--- src/rtl/serial_acc_pkg.sv ---
package serial_acc_pkg;

    typedef struct packed {
        logic sum;
        logic carry;
    } fa_out_t;

    typedef enum logic [1:0] {
        SA_IDLE = 2'd0,
        SA_RUN  = 2'd1,
        SA_DONE = 2'd2
    } sa_phase_e;

    function automatic fa_out_t full_add(input logic x, input logic y, input logic ci);
        fa_out_t r;
        r.sum   = x ^ y ^ ci;
        r.carry = (x & y) | (x & ci) | (y & ci);
        return r;
    endfunction

endpackage

--- src/rtl/sa_shift_reg.sv ---
module sa_shift_reg #(
    parameter int W = 4
) (
    input  logic         clk,
    input  logic         rst,
    input  logic         load,
    input  logic [W-1:0] load_val,
    input  logic         shift,
    input  logic         ser_in,
    output logic [W-1:0] q
);
    always_ff @(posedge clk) begin
        if (rst) begin
            q <= '0;
        end else if (load) begin
            q <= load_val;
        end else if (shift) begin
            q <= {ser_in, q[W-1:1]};
        end
    end
endmodule

--- src/rtl/sa_carry_cell.sv ---
module sa_carry_cell
    import serial_acc_pkg::*;
(
    input  logic clk,
    input  logic rst,
    input  logic clr,
    input  logic en,
    input  logic a_bit,
    input  logic b_bit,
    output logic sum_bit,
    output logic carry_q
);
    fa_out_t fa;

    always_comb begin
        fa      = full_add(a_bit, b_bit, carry_q);
        sum_bit = fa.sum;
    end

    always_ff @(posedge clk) begin
        if (rst || clr) begin
            carry_q <= 1'b0;
        end else if (en) begin
            carry_q <= fa.carry;
        end
    end
endmodule

--- src/rtl/sa_seq_ctrl.sv ---
module sa_seq_ctrl
    import serial_acc_pkg::*;
#(
    parameter int W = 4
) (
    input  logic clk,
    input  logic rst,
    input  logic start,
    input  logic shift_en,
    output logic step,
    output logic done
);
    localparam int CW = $clog2(W + 1);
    localparam logic [CW-1:0] LAST = CW'(W - 1);

    sa_phase_e      phase;
    logic [CW-1:0]  cnt;

    assign step = (phase == SA_RUN) && shift_en && !start;
    assign done = (phase == SA_DONE);

    always_ff @(posedge clk) begin
        if (rst) begin
            phase <= SA_IDLE;
            cnt   <= '0;
        end else if (start) begin
            phase <= SA_RUN;
            cnt   <= '0;
        end else if (step) begin
            cnt <= cnt + 1'b1;
            if (cnt == LAST) begin
                phase <= SA_DONE;
            end
        end
    end
endmodule

--- src/rtl/serial_acc_adder.sv ---
module serial_acc_adder #(
    parameter int W = 4
) (
    input  logic         clk,
    input  logic         rst,
    input  logic         start_i,
    input  logic [W-1:0] a_i,
    input  logic [W-1:0] b_i,
    input  logic         shift_en_i,
    input  logic         b_ser_i,
    output logic [W-1:0] sum_o,
    output logic         cout_o,
    output logic         done_o
);
    logic         step;
    logic         done;
    logic         sum_bit;
    logic         carry_q;
    logic [W-1:0] a_q;
    logic [W-1:0] b_q;

    sa_seq_ctrl #(.W(W)) u_ctrl (
        .clk      (clk),
        .rst      (rst),
        .start    (start_i),
        .shift_en (shift_en_i),
        .step     (step),
        .done     (done)
    );

    sa_shift_reg #(.W(W)) u_areg (
        .clk      (clk),
        .rst      (rst),
        .load     (start_i),
        .load_val (a_i),
        .shift    (step),
        .ser_in   (sum_bit),
        .q        (a_q)
    );

    sa_shift_reg #(.W(W)) u_breg (
        .clk      (clk),
        .rst      (rst),
        .load     (start_i),
        .load_val (b_i),
        .shift    (step),
        .ser_in   (b_ser_i),
        .q        (b_q)
    );

    sa_carry_cell u_carry (
        .clk     (clk),
        .rst     (rst),
        .clr     (start_i),
        .en      (step),
        .a_bit   (a_q[0]),
        .b_bit   (b_q[0]),
        .sum_bit (sum_bit),
        .carry_q (carry_q)
    );

    assign sum_o  = a_q;
    assign cout_o = done & carry_q;
    assign done_o = done;
endmodule

--- config.mk ---
export PLATFORM = sky130hd
export DESIGN_NAME = serial_acc_adder
export DESIGN_NICKNAME = d
export VERILOG_FILES = /design/src/rtl/serial_acc_pkg.sv /design/src/rtl/sa_shift_reg.sv /design/src/rtl/sa_carry_cell.sv /design/src/rtl/sa_seq_ctrl.sv /design/src/rtl/serial_acc_adder.sv
export SDC_FILE = /design/constraint.sdc
export NUM_CORES = 1
export LEC_CHECK = 0
export BUFFER_PORTS_ARGS = -buffer_cell sky130_fd_sc_hd__buf_4
export CAP_MARGIN = 30
export CORE_MARGIN = 2
export CORE_UTILIZATION = 46
export CTS_BUF_LIST = sky130_fd_sc_hd__clkbuf_16
export CTS_CLUSTER_DIAMETER = 150
export DETAILED_ROUTE_END_ITERATION = 6
export GPL_TIMING_DRIVEN = 1
export PLACE_DENSITY = 0.79
export SYNTH_ARGS = -nofsm -noshare
export SYNTH_HDL_FRONTEND = slang
export SYNTH_HIERARCHICAL = 1
export SYNTH_SLANG_ARGS = --single-unit
--- constraint.sdc ---
create_clock -name clk -period 3.1 [get_ports clk]
set_input_delay 0.31 -clock clk [delete_from_list [all_inputs] [get_ports clk]]
set_output_delay 0.31 -clock clk [all_outputs]
set_load 0.02 [all_outputs]
==> key figures <==
Clock network
  • CTS tree: yes
  • H-tree depth: 1
  • Clk sinks: 14
  • Postcts setup bufs: 0
  • Post-cts gate resize count: 0
  • Clock Latency Late Sink: 240 ps
  • CTS Buffer Depth: 2
  • CTS Buf Count: 3
  • Clk root buf: clkbuf_16
  • Clk pin slew, worst setup/hold paths: 50 ps
  • Post-CTS Hold Fix Bufs: 0

Finish
  • Layout cells sized above 1: 31.40%
  • Area Overhead vs Synth: 25.71%
  • Fill cell count: 121
  • Layout Cells excl Fill: 102
  • Final nets: 103
  • ANT cells: 0
  • Util after Layout: 61.82%

Setup path
  • Critical Path Source: u_ctrl/phase[1]
  • Worst path slowest cell: dfxtp_1
  • Critical path type: reg2out
  • Critical path peak fanout: 3
  • CP cell instances: nor2b_1 > and2_1 > buf_4
  • Worst path required time: 2790 ps
  • R2R depth: 4
  • Worst r2r src: u_ctrl/phase[1]
  • CP Capture Type: primary output
  • FF-to-FF setup slack: 1770 ps
  • CP endpoint: cout_o
  • R2r endpoint: u_areg/q[3]
  • Arrival time at the worst endpoint: 1070 ps
  • Startpoint type of the worst setup path: register
  • Crit-path max cell delay: 390 ps

Detailed routing
  • Avg WL per Cell: 12.76 um
  • DR iter-0 viols: 7
  • Via count of the routed design: 538
  • Drt total wl: 1302 um
  • Routed Antenna Nets: 0
  • Vias per inst: 5.275
  • Initial DRT Pass Iterations: 4
  • Drc violations: 0

Die
  • Initial Util: 49.18%
  • Core ar.: 0.001524 sq mm
  • Die area: 0.001968 sq mm
  • Die height: 44.37 um
  • I/O Pins: 19
  • FP Rows: 14
  • Die width: 44.37 um

Global route
  • Number of global-route vias before repair: 525
  • All-Layer GR Usage: 15.58%
  • Initial antenna violation count: 0
  • Largest net degree at the start of global routing: 22
  • Global-route wire length before repair: 2249 um
  • Total gr overflow: 0

STA
  • Final period util: 44.56%
  • RSZ-0062 raised after global routing: false
  • Final setup TNS: 0 ps
  • WHS: 375.3 ps
  • Slew Viols, Final: 0
  • Crit path time final: 1381 ps
  • Skew final: 3.500 ps
  • Post-route worst setup slack: 1719 ps
  • Worst Tran Pin Value: 235.0 ps
  • Max Fclk: 724.0 MHz
  • Fin. Hold Viols: 0
  • Relative max-transition margin: 84.30%
  • Setup violators final: 0

Placement
  • Dpl hpwl: 885.8 um
  • Inst Count DP: 98
  • Post-Place Worst Slack: 1614 ps
  • Port bufs: 18
  • Final Wtd Congestion: 0.6573

Synth
  • Cell count after synthesis: 68
  • Sequential cell area fraction in the yosys report: 37.40%
  • Synth unique cells: 17
  • Syn_nets: 84
  • Syn Area/Cell: 11.02 sq um
  • Seq cells post-synth: 14
  • Mapped cell area: 749.5 sq um
  • Warnings from Yosys: 6

Worst hold path
  • Hold WC Path Type: in2reg

Power
  • Leakage power: 0.3778 nW
  • PD cells: 517.9 mW/mm^2
  • Worst vdd ir: 0.0004411 V

Flow run
  • Max Cap Viol: 0

Outcome
  • Status: finished clean
==> per-layer routing <==
layer	GRT usage (%)	part of all wire, %	routed length [um]	up-vias
met4	1.818	0	0	0
met1	20.71	51	663	240
met2	23.82	42	548	19
met5	0	0	0	-
met3	7.347	6.9	90	0
li1	-	-	-	279
==> flip-flops by register name (all words and copies together), names as in the netlist <==
name	count
u_areg/q	4
u_breg/q	4
u_carry/carry_q	1
u_ctrl/cnt	3
u_ctrl/phase	2
==> cell usage in the layout (no fill, tap or decap) <==
| cell | Yosys | final |
|---|---|---|
| nor3b_1 | 5 | 5 |
| nor2_1 | 2 | 2 |
| nor3_1 | 2 | 2 |
| mux2i_1 | 9 | 9 |
| inv_1 | 3 | 3 |
| clkinv_1 | 0 | 1 |
| buf_4 | 0 | 19 |
| mux2_4 | 3 | 3 |
| dfxtp_1 | 14 | 14 |
| nor2b_1 | 9 | 9 |
| nor4bb_4 | 1 | 1 |
| a22o_1 | 1 | 1 |
| ha_1 | 2 | 2 |
| and2_1 | 1 | 1 |
| clkbuf_16 | 0 | 3 |
| nor3_2 | 1 | 1 |
| fa_1 | 1 | 1 |
| a211oi_1 | 9 | 9 |
==> cell families after synthesis <==
group / count (synthesis) / share of synthesized area, %
simple gates: 21 / 20.37
fa+ha+maj: 3 / 6.010
mux: 12 / 18.03
compound gates: 10 / 10.18
flops: 14 / 37.40
buf+inv: 8 / 8.012
==> how the worst min path moves through the flow <==
stage,start,end,slack [ps],cells after the start
after floorplan,start_i,u_carry/carry_q,380,1
after global placement,u_ctrl/phase[0],u_ctrl/phase[0],530,2
after detailed placement,u_ctrl/phase[0],u_ctrl/phase[0],530,2
after CTS,b_i[1],u_breg/q[1],370,3
after global routing,rst,u_breg/q[2],390,2
final,b_i[1],u_breg/q[1],380,3
==> critical path: cells and delay by family (launching register included) <==
kind / cells / cell delay [ps]
flip-flops: 1 / 390
AND/OR/NAND/NOR: 2 / 320
buffers and inverters: 1 / 130
==> final cells by class <==
| cell class | count | area [sq um] | share of cell area [%] |
|---|---|---|---|
| Inverter | 3 | 11.26 | 1.195 |
| Sequential cell | 14 | 280.3 | 29.75 |
| Timing Repair Buffer | 19 | 142.6 | 15.14 |
| Multi-Input combinational cell | 46 | 409.1 | 43.43 |
| Clock buffer | 3 | 75.07 | 7.968 |
| Clock inverter | 1 | 3.754 | 0.3984 |
| Tap cell | 16 | 20.02 | 2.125 |
==> through the flow <==
step | total power [mW] | instance area [sq um]
after global routing | 0.5159 | 942.2
final | 0.4879 | 942.2
after CTS | 0.4942 | 942.2
after floorplan | 0.2326 | 749.5
after global placement | 0.2535 | 863.3
after detailed placement | 0.2546 | 863.3
==> synthesized netlist by cell type <==
cell type / number / area share, %
a211oi_1: 9 / 9.0
a22o_1: 1 / 1.2
and2_1: 1 / 0.84
buf_6: 4 / 6.0
clkbuf_1: 1 / 0.50
dfxtp_1: 14 / 37
fa_1: 1 / 2.7
ha_1: 2 / 3.3
inv_1: 3 / 1.5
mux2_4: 3 / 6.0
mux2i_1: 9 / 12
nor2_1: 2 / 1.0
nor2b_1: 9 / 7.5
nor3_1: 2 / 1.3
nor3_2: 1 / 1.3
nor3b_1: 5 / 5.0
nor4bb_4: 1 / 3.3
==> where the power goes <==
group,switching (mW),internal [mW]
logic,0.0263,0.0292
registers,0.00650,0.190
clock network,0.0666,0.170
total,0.0994,0.389
(Power assumes the default switching activity.)
